[src/rtl/sha_pkg.sv]
package sha_pkg;
  localparam int WORD_W      = 32;
  localparam int STATE_WORDS = 8;
  localparam int BLK_WORDS   = 16;
  localparam int ROUNDS      = 64;
  localparam int RND_W       = $clog2(ROUNDS);
  localparam int DIG_W       = WORD_W * STATE_WORDS;

  typedef logic [WORD_W-1:0] word_t;
  typedef enum logic [1:0] {PH_IDLE, PH_RUN, PH_ADD} phase_t;

  function automatic word_t rotr(input word_t x, input int n);
    return (x >> n) | (x << (WORD_W - n));
  endfunction

  function automatic word_t big_s0(input word_t x);
    return rotr(x, 2) ^ rotr(x, 13) ^ rotr(x, 22);
  endfunction

  function automatic word_t big_s1(input word_t x);
    return rotr(x, 6) ^ rotr(x, 11) ^ rotr(x, 25);
  endfunction

  function automatic word_t lit_s0(input word_t x);
    return rotr(x, 7) ^ rotr(x, 18) ^ (x >> 3);
  endfunction

  function automatic word_t lit_s1(input word_t x);
    return rotr(x, 17) ^ rotr(x, 19) ^ (x >> 10);
  endfunction

  function automatic word_t iv_word(input int i);
    case (i)
      0: return 32'h6a09e667;
      1: return 32'hbb67ae85;
      2: return 32'h3c6ef372;
      3: return 32'ha54ff53a;
      4: return 32'h510e527f;
      5: return 32'h9b05688c;
      6: return 32'h1f83d9ab;
      default: return 32'h5be0cd19;
    endcase
  endfunction
endpackage

[src/rtl/sha_kconst.sv]
module sha_kconst
  import sha_pkg::*;
(
  input  logic [RND_W-1:0] idx,
  output word_t            k
);
  always_comb begin
    case (int'(idx))
      0:  k = 32'h428a2f98;  1:  k = 32'h71374491;
      2:  k = 32'hb5c0fbcf;  3:  k = 32'he9b5dba5;
      4:  k = 32'h3956c25b;  5:  k = 32'h59f111f1;
      6:  k = 32'h923f82a4;  7:  k = 32'hab1c5ed5;
      8:  k = 32'hd807aa98;  9:  k = 32'h12835b01;
      10: k = 32'h243185be;  11: k = 32'h550c7dc3;
      12: k = 32'h72be5d74;  13: k = 32'h80deb1fe;
      14: k = 32'h9bdc06a7;  15: k = 32'hc19bf174;
      16: k = 32'he49b69c1;  17: k = 32'hefbe4786;
      18: k = 32'h0fc19dc6;  19: k = 32'h240ca1cc;
      20: k = 32'h2de92c6f;  21: k = 32'h4a7484aa;
      22: k = 32'h5cb0a9dc;  23: k = 32'h76f988da;
      24: k = 32'h983e5152;  25: k = 32'ha831c66d;
      26: k = 32'hb00327c8;  27: k = 32'hbf597fc7;
      28: k = 32'hc6e00bf3;  29: k = 32'hd5a79147;
      30: k = 32'h06ca6351;  31: k = 32'h14292967;
      32: k = 32'h27b70a85;  33: k = 32'h2e1b2138;
      34: k = 32'h4d2c6dfc;  35: k = 32'h53380d13;
      36: k = 32'h650a7354;  37: k = 32'h766a0abb;
      38: k = 32'h81c2c92e;  39: k = 32'h92722c85;
      40: k = 32'ha2bfe8a1;  41: k = 32'ha81a664b;
      42: k = 32'hc24b8b70;  43: k = 32'hc76c51a3;
      44: k = 32'hd192e819;  45: k = 32'hd6990624;
      46: k = 32'hf40e3585;  47: k = 32'h106aa070;
      48: k = 32'h19a4c116;  49: k = 32'h1e376c08;
      50: k = 32'h2748774c;  51: k = 32'h34b0bcb5;
      52: k = 32'h391c0cb3;  53: k = 32'h4ed8aa4a;
      54: k = 32'h5b9cca4f;  55: k = 32'h682e6ff3;
      56: k = 32'h748f82ee;  57: k = 32'h78a5636f;
      58: k = 32'h84c87814;  59: k = 32'h8cc70208;
      60: k = 32'h90befffa;  61: k = 32'ha4506ceb;
      62: k = 32'hbef9a3f7;  63: k = 32'hc67178f2;
      default: k = '0;
    endcase
  end
endmodule

[src/rtl/sha_sched.sv]
module sha_sched
  import sha_pkg::*;
(
  input  logic  clk,
  input  logic  step,
  input  logic  ext,
  input  word_t din,
  output word_t w_cur
);
  // Window slot BLK_WORDS-1 holds the newest word, W[t-1]; slot 0 holds W[t-16].
  word_t win [BLK_WORDS];

  assign w_cur = ext ? din
               : lit_s1(win[BLK_WORDS-2]) + win[BLK_WORDS-7]
                 + lit_s0(win[1]) + win[0];

  always_ff @(posedge clk) begin
    if (step) begin
      for (int i = 0; i < BLK_WORDS-1; i++) win[i] <= win[i+1];
      win[BLK_WORDS-1] <= w_cur;
    end
  end
endmodule

[src/rtl/sha_round.sv]
module sha_round
  import sha_pkg::*;
(
  input  word_t v   [STATE_WORDS],
  input  word_t k,
  input  word_t w,
  output word_t nv  [STATE_WORDS]
);
  word_t t1, t2;

  always_comb begin
    t1 = v[7] + big_s1(v[4]) + ((v[4] & v[5]) ^ (~v[4] & v[6])) + k + w;
    t2 = big_s0(v[0]) + ((v[0] & v[1]) ^ (v[0] & v[2]) ^ (v[1] & v[2]));
    for (int i = 1; i < STATE_WORDS; i++) nv[i] = v[i-1];
    nv[0] = t1 + t2;
    nv[4] = v[3] + t1;
  end
endmodule

[src/rtl/sha256_core.sv]
module sha256_core
  import sha_pkg::*;
(
  input  logic              clk,
  input  logic              rst,
  input  logic              en,
  input  logic              start,
  input  logic              ack,
  input  logic [WORD_W-1:0] din,
  input  logic              last,
  output logic              req,
  output logic              ready,
  output logic [DIG_W-1:0]  digest
);
  localparam logic [RND_W-1:0] LAST_FEED = RND_W'(BLK_WORDS - 1);
  localparam logic [RND_W-1:0] LAST_RND  = RND_W'(ROUNDS - 1);

  phase_t           phase_q;
  logic [RND_W-1:0] cnt_q;
  logic             last_q, ready_q;
  word_t            h_q   [STATE_WORDS];
  word_t            v_q   [STATE_WORDS];
  word_t            v_nxt [STATE_WORDS];
  word_t            k_cur, w_cur;
  logic             feeding, step;

  assign feeding = (phase_q == PH_RUN) && (cnt_q <= LAST_FEED);
  assign step    = en && !start && (phase_q == PH_RUN) && (!feeding || ack);
  assign req     = feeding;
  assign ready   = ready_q;

  sha_kconst u_k (.idx(cnt_q), .k(k_cur));

  sha_sched u_sched (
    .clk  (clk),
    .step (step),
    .ext  (feeding),
    .din  (din),
    .w_cur(w_cur)
  );

  sha_round u_round (.v(v_q), .k(k_cur), .w(w_cur), .nv(v_nxt));

  always_ff @(posedge clk) begin
    if (rst) begin
      phase_q <= PH_IDLE;
      cnt_q   <= '0;
      last_q  <= 1'b0;
      ready_q <= 1'b0;
      for (int i = 0; i < STATE_WORDS; i++) begin
        h_q[i] <= '0;
        v_q[i] <= '0;
      end
    end else if (en) begin
      if (start) begin
        phase_q <= PH_RUN;
        cnt_q   <= '0;
        last_q  <= 1'b0;
        ready_q <= 1'b0;
        for (int i = 0; i < STATE_WORDS; i++) begin
          h_q[i] <= iv_word(i);
          v_q[i] <= iv_word(i);
        end
      end else begin
        case (phase_q)
          PH_RUN: if (step) begin
            v_q   <= v_nxt;
            cnt_q <= cnt_q + 1'b1;
            if (cnt_q == LAST_FEED) last_q <= last;
            if (cnt_q == LAST_RND) phase_q <= PH_ADD;
          end
          PH_ADD: begin
            for (int i = 0; i < STATE_WORDS; i++) begin
              h_q[i] <= h_q[i] + v_q[i];
              v_q[i] <= h_q[i] + v_q[i];
            end
            cnt_q <= '0;
            if (last_q) begin
              ready_q <= 1'b1;
              phase_q <= PH_IDLE;
            end else begin
              phase_q <= PH_RUN;
            end
          end
          default: ;
        endcase
      end
    end
  end

  for (genvar g = 0; g < STATE_WORDS; g++) begin : g_dig
    assign digest[DIG_W-1-g*WORD_W -: WORD_W] = h_q[g];
  end

  // Assertions
  p_reset_quiet_r1: assert property (@(posedge clk) rst |=> !req && !ready);

  p_start_load_r2: assert property (@(posedge clk) disable iff (rst)
    (en && start) |=> req && !ready);

  p_req_drop_r3: assert property (@(posedge clk) disable iff (rst)
    (en && !start && req && ack && cnt_q == LAST_FEED) |=> !req);

  p_ack_stall_r4: assert property (@(posedge clk) disable iff (rst)
    (req && !ack && !(en && start)) |=> req && $stable(cnt_q));

  p_done_excl_r6: assert property (@(posedge clk) disable iff (rst)
    ready |-> !req);

  p_ready_hold_r8: assert property (@(posedge clk) disable iff (rst)
    (ready && !(en && start)) |=> ready && $stable(digest));

  p_en_freeze_r9: assert property (@(posedge clk) disable iff (rst)
    !en |=> $stable(cnt_q) && $stable(phase_q) && $stable(ready_q) && $stable(digest));
endmodule

[config.mk]
export PLATFORM = sky130hd
export DESIGN_NAME = sha256_core
export DESIGN_NICKNAME = d
export VERILOG_FILES = /design/src/rtl/sha_pkg.sv /design/src/rtl/sha_kconst.sv /design/src/rtl/sha_sched.sv /design/src/rtl/sha_round.sv /design/src/rtl/sha256_core.sv
export SDC_FILE = /design/constraint.sdc
export NUM_CORES = 2
export LEC_CHECK = 0
export BUFFER_PORTS_ARGS = -buffer_cell sky130_fd_sc_hd__buf_2
export CELL_PAD_IN_SITES_DETAIL_PLACEMENT = 0
export CELL_PAD_IN_SITES_GLOBAL_PLACEMENT = 2
export CORE_MARGIN = 4
export CORE_UTILIZATION = 41
export CTS_CLUSTER_SIZE = 12
export DETAILED_ROUTE_END_ITERATION = 7
export PLACE_DENSITY_LB_ADDON = 0.2
export RECOVER_POWER = 100
export SETUP_SLACK_MARGIN = 0.1
export SLEW_MARGIN = 20
export SYNTH_ARGS = -nofsm -noshare
export SYNTH_HDL_FRONTEND = slang
export SYNTH_SLANG_ARGS = --single-unit
[constraint.sdc]
create_clock -name clk -period 16.2 [get_ports clk]
set_clock_uncertainty 0.15 [all_clocks]
set_input_delay 0 -clock clk [delete_from_list [all_inputs] [get_ports clk]]
set_output_delay 0 -clock clk [all_outputs]
set_load 0.005 [all_outputs]
Word-level counts from Yosys, hierarchy flattened. Memories as Yosys holds them, arrays and structs flattened. A register that Yosys moved wholly into a read port is not among the register bits. Cells that the tools add are included.

Reductions and logical operators: 17. Order comparisons: 1. $add $sub $neg: 19. Eq/ne operators: 6. Muxes and demuxes: 74. Bitwise logic cells: 43.

Operators with widths (count): $mux 32 (41); $add 32x32->32 (18); $mux 256 (2); $pmux 256 s2 (1); $xor 32x32->32 (9); $and 32x32->32 (5); $not 32->32 (1); $or 10x32->32 (1); $or 13x32->32 (1); $or 14x32->32 (1); $or 15x32->32 (1); $or 19x32->32 (1); $or 21x32->32 (1); $or 25x32->32 (1); $or 26x32->32 (1); $or 30x32->32 (1); $or 7x32->32 (1); $xor 32x22->32 (1); $xor 32x29->32 (1); $mux 6 (4); $mux 1 (21); $or 1x1->1 (16); $pmux 6 s2 (1); $reduce_bool 2->1 (5); other kinds (16) (24).

Word-level logic and storage cells: 175. Input port bits: 38. Memory bits (read-only): 2048. Output and inout port bits: 258. Memories: 3. Flip-flop bits (word level): 266. Bits in writable memories: 768.

Memory list: (no name shown) (words 64, width 32, read ports 1, clocked after Yosys merged registers in 1, wr ports 0, RTL line sha_kconst.sv:8) `case (int'(idx))`; u_sched.win (words 16, width 32, read ports 16, clocked after Yosys merged registers in 0, wr ports 16, RTL line sha_sched.sv:11) `word_t win [BLK_WORDS];`; h_q (words 8, width 32, read ports 8, clocked after Yosys merged registers in 0, wr ports 8, RTL line sha256_core.sv:21) `word_t h_q [STATE_WORDS];`.

Depth between registers and ports, before layout. An unclocked memory read counts as a cell.

Depth after elaboration: 13. Gate-level depth with buffers: 45. Gate-level depth less buffers: 45.

Hierarchy. From an unflattened synthesis, not the netlist that was laid out.

Cells, all modules: 6602. Area, all modules: 66541.3 um2.

Modules (own cells, without submodules): sha256_core (instances 1, cells each 3658, sequential area each 12692.2 um2, area an instance 32152.1 um2); sha_sched (instances 1, cells each 1103, sequential area each 15374.7 um2, area an instance 20184.4 um2); sha_round (instances 1, cells each 1334, sequential area each 0.0 um2, area an instance 10899.2 um2); sha_kconst (instances 1, cells each 507, sequential area each 0.0 um2, area an instance 3305.7 um2).

Worst setup path before layout. No wires, ideal clock.

Path type: register to register. Start: reg phase_q[1]. End: reg v_q[105] (netlist name). Path slack: 3887 ps. Data required time: 15426 ps. Library setup time: 624 ps. Arrival time: 11539 ps. Cell stages (with the launch flop): 10. Path buffers: 2. Cells stage by stage: dfxtp_1 nor2b_1 buf_2 a211oi_2 nand2b_1 buf_2 nor2_1 nand2_1 inv_1 a221oi_1.

Elaborated cells between the ends (all ways): 16.

RTL lines: start: declaration (RTL line sha256_core.sv:18) `phase_t phase_q;`; start signal: assignment (RTL line sha256_core.sv:46) `phase_q <= PH_IDLE;`; start signal: assignment (RTL line sha256_core.sv:56) `phase_q <= PH_RUN;`; start signal: assignment (RTL line sha256_core.sv:70) `if (cnt_q == LAST_RND) phase_q <= PH_ADD;`; $eq 2x1->1 * (RTL line sha256_core.sv:27, sha256_core.sv:28); $logic_and 1x1->1 (RTL line sha256_core.sv:27) `assign feeding = (phase_q == PH_RUN) && (cnt_q <= LAST_FEED);`; $logic_not 1->1 (RTL line sha256_core.sv:28) `assign step = en && !start && (phase_q == PH_RUN) && (!feeding || ack);`; $logic_or 1x1->1 (RTL line sha256_core.sv:28); $logic_and 1x1->1 * (RTL line sha256_core.sv:28); via step (RTL line sha256_core.sv:25) `logic feeding, step;`; $ne 3x3->1 (no line) *; $reduce_and 3->1 (no line) *; end signal: indexed assignment (RTL line sha256_core.sv:62) `v_q[i] <= iv_word(i);`; end signal: assignment (RTL line sha256_core.sv:67) `v_q <= v_nxt;`; end signal: indexed assignment (RTL line sha256_core.sv:75) `v_q[i] <= h_q[i] + v_q[i];`; end: declaration (RTL line sha256_core.sv:22) `word_t v_q [STATE_WORDS];`.

The timed path passes the listed nets; every way through them passes the cells marked *. The select of a mux whose other input is x is not followed. A chain may end at the register's enable or synchronous reset.

Worst setup path in the final report.
Start: reg phase_q[1]. End: reg, netlist name u_k.k[3].

Longest elaborated chain between the ends: 9. Elaborated cells between the ends (all ways): 14.

Ends and longest elaborated chain (RTL line): $eq 2x1->1 (sha256_core.sv:27, sha256_core.sv:28, sha256_core.sv:65); $logic_and 1x1->1 (sha256_core.sv:27); $logic_not 1->1 (sha256_core.sv:28); $logic_or 1x1->1 (sha256_core.sv:28); $logic_and 1x1->1 (sha256_core.sv:28); $ne 3x3->1 (no line); $reduce_and 3->1 (no line); $mux 6 (no line) * (2 in series).

Mark *: on every way between the ends. The rest lies on a longest branch, timed or not.

==> flow_metrics.env <==
export IMPL_outcome="complete, but fails checks"
export IMPL_violations="capacitance limit, slew limit"
export IMPL_hold_viol=0
export IMPL_core_area_um2=157000
export IMPL_synthArstFlopShare=0
export IMPL_hold_depth=4
export IMPL_tightestPinTransition_ns=6.72
export IMPL_synth_flop_cell="edfxtp_1"
export IMPL_via_per_inst=6.00
export IMPL_cp_max_fo=98
export IMPL_finalCriticalPeriod_ns=13.52
export IMPL_rsz0062_at_grt="false"
export IMPL_cts_buffers=121
export IMPL_firstDrtPassIters=6
export IMPL_cts_sinks=1066
export IMPL_ys_ff_latch=1066
export IMPL_wire_per_inst_um=30.0
export IMPL_die_area_um2=165000
export IMPL_track_usage=0.313
export IMPL_vias=52954
export IMPL_fillers=14857
export IMPL_first_iter_violations=6468
export IMPL_pre_cts_ws_ns=5.48
export IMPL_grt_pass1_vias=49560
export IMPL_worstSetupPathType="reg2reg"
export IMPL_finalSetupViolations=0
export IMPL_synth_top_area_frac=0.340
export IMPL_synth_fp_nets=7029
export IMPL_syn_to_final_growth_pct=12.4
export IMPL_postSynthCellCount=6406
export IMPL_die_h_um=406
export IMPL_rows=145
export IMPL_slew_violations=1564
export IMPL_max_cap_violations=33
export IMPL_place_hpwl_um=195000
export IMPL_port_buffers=295
export IMPL_synthTopCellsByCount="edfxtp_1 (736), a21oi_1 (604), o21ai_0 (502), nand2_1 (458), nor2_1 (442)"
export IMPL_period_share=0.834
export IMPL_ios=296
export IMPL_syn_area_um2=65100
export IMPL_die_w_um=406
export IMPL_antenna_left=0
export IMPL_clk_root_buffer_cell="clkbuf_16"
export IMPL_slew_limit_headroom=-3.48
export IMPL_avgSynthCellArea_um2=10.2
export IMPL_ys_seq_area_frac=0.441
export IMPL_htreeDepth=3
export IMPL_grt_pass1_wl_um=372000
export IMPL_drive_gt1_frac=0.0723
export IMPL_clkTransAtPathRegs_ns=0.06
export IMPL_cts_resized=0
export IMPL_worstHoldPathType="in2reg"
export IMPL_nets=7283
export IMPL_cp_end_kind="flop"
export IMPL_antenna_found_initial=19
export IMPL_synth_edf_count=736
export IMPL_reg2reg_depth=15
export IMPL_wl_um=265000
export IMPL_cp_required_ns=16.65
export IMPL_synthTopCellsByArea="edfxtp_1 (34%), dfxtp_1 (10%), ha_1 (7.5%)"
export IMPL_yosysWarnings=0
export IMPL_start_util=0.415
export IMPL_synth_most_common_cell="edfxtp_1"
export IMPL_clock_path_buffers=3
export IMPL_yosys_area_top_type="edfxtp_1"
export IMPL_fmax_mhz=74.0
export IMPL_worstPathArrival_ns=13.97
export IMPL_tns_ns=0
export IMPL_post_route_drc_count=0
export IMPL_ys_types=92
export IMPL_grt_max_degree=187
export IMPL_setup_ws_ns=2.68
export IMPL_place_gp_congestion=0.980
export IMPL_cts_tree="built"
export IMPL_clkLatencyLatePin_ns=0.81
export IMPL_grt_ovfl_total=0
export IMPL_crit_path_start_kind="flop"
critical path, stage by stage, from the launching register on:
cell	delay, ns
dfxtp_1	0.36
nor2b_1	0.14
clkbuf_1	4.64
a211oi_1	0.74
nor2b_4	0.33
clkbuf_1	1.19
a21boi_0	0.54
o21ai_4	0.26
clkbuf_1	1.88
clkinv_1	0.24
clkbuf_1	0.95
nor2_1	0.82
a21oi_1	0.36
a21oi_1	0.30
nor2_1	0.06
a31oi_1	0.36
cells in the final DEF, fill, tap and decap left out, types with 28 or more instances in the layout:
cell type	n
buf_4	89
o21ai_0	504
a21oi_1	603
buf_2	107
o21a_1	48
nand2_1	456
nand3_1	92
dfxtp_1	330
a22oi_1	32
nor2_1	437
and2_1	30
fa_1	195
dlygate4sd3_1	43
a31oi_1	72
mux2_2	35
xnor2_1	407
clkbuf_16	126
inv_1	367
a21o_1	217
clkbuf_1	251
and3_1	37
edfxtp_1	736
nand2b_1	58
xor2_1	184
o21bai_1	63
or3_1	28
o211ai_1	42
nor3_1	85
ha_1	390
a221oi_1	45
a211oi_1	76
nor2b_1	37
kinds of logic after synthesis:
logic type / synth area share
AOI/OAI and AO/OA: 0.194
and+or+nand+nor: 0.0954
xor gates and xnor gates: 0.0799
adders and majority gates: 0.138
buffers and inverters: 0.0413
muxes: 0.0102
DFF: 0.441
path summary, 6_finish.rpt:
check / from / endpoint / slack [ns]
worst max-delay path: phase_q[1]$_SDFFE_PP0P_ / u_k.k[3]$_DFF_P_ / 2.68
worst min register to register: u_sched.win[6][22]$_DFFE_PP_ / u_sched.win[5][22]$_DFFE_PP_ / 0.20
worst max register to register: phase_q[1]$_SDFFE_PP0P_ / u_k.k[3]$_DFF_P_ / 2.68
worst min-delay path: din[0] / u_sched.win[15][0]$_DFFE_PP_ / 0.12
layout make-up:
| class | instances | area (µm²) | area share |
|---|---|---|---|
| Inverter | 376 | 1420 | 0.0194 |
| Multi-Input combinational cell | 4631 | 33700 | 0.461 |
| Timing Repair Buffer | 464 | 2520 | 0.0345 |
| Tap cell | 2058 | 2570 | 0.0352 |
| Clock inverter | 52 | 682 | 0.00933 |
| Antenna cell | 3 | 7.51 | 0.000103 |
| Clock buffer | 171 | 3470 | 0.0475 |
| Sequential cell | 1066 | 28700 | 0.393 |
layer usage:
layer,vias up,global-route usage,share of wire
met3,339,0.0671,0.10
li1,23680,-,-
met5,-,0,0.00025
met1,26300,0.475,0.46
met4,10,0.0835,0.030
met2,2625,0.447,0.41
stage by stage:
stage                     utilization  hold slack, ns  area, µm²  cells
after detailed placement        0.440           0.220      69000   8552
after global placement          0.440           0.216      69000   8552
after floorplan                     -          0.0170      65100   6406
after global routing            0.466          0.0874      73100   8819
after CTS                       0.469          0.0770      73600   8818
final                           0.466           0.119      73100   8821
state kept, by name (all words and copies together), names as in the netlist:
name and cells:
v_q 256, phase_q 2, cnt_q 6, u_k.k 32
last_q 1, h_q 256, u_sched.win 512, ready 1
what timing repair did:
action                    in CTS  in global routing
setup buffers                  0                  0
hold endpoints to repair     195                  0
hold buffers                  43                  0
Power is left out: the tool's default activity adds up to more than one toggle a clock period on the data nets, which glitch-free logic cannot reach.
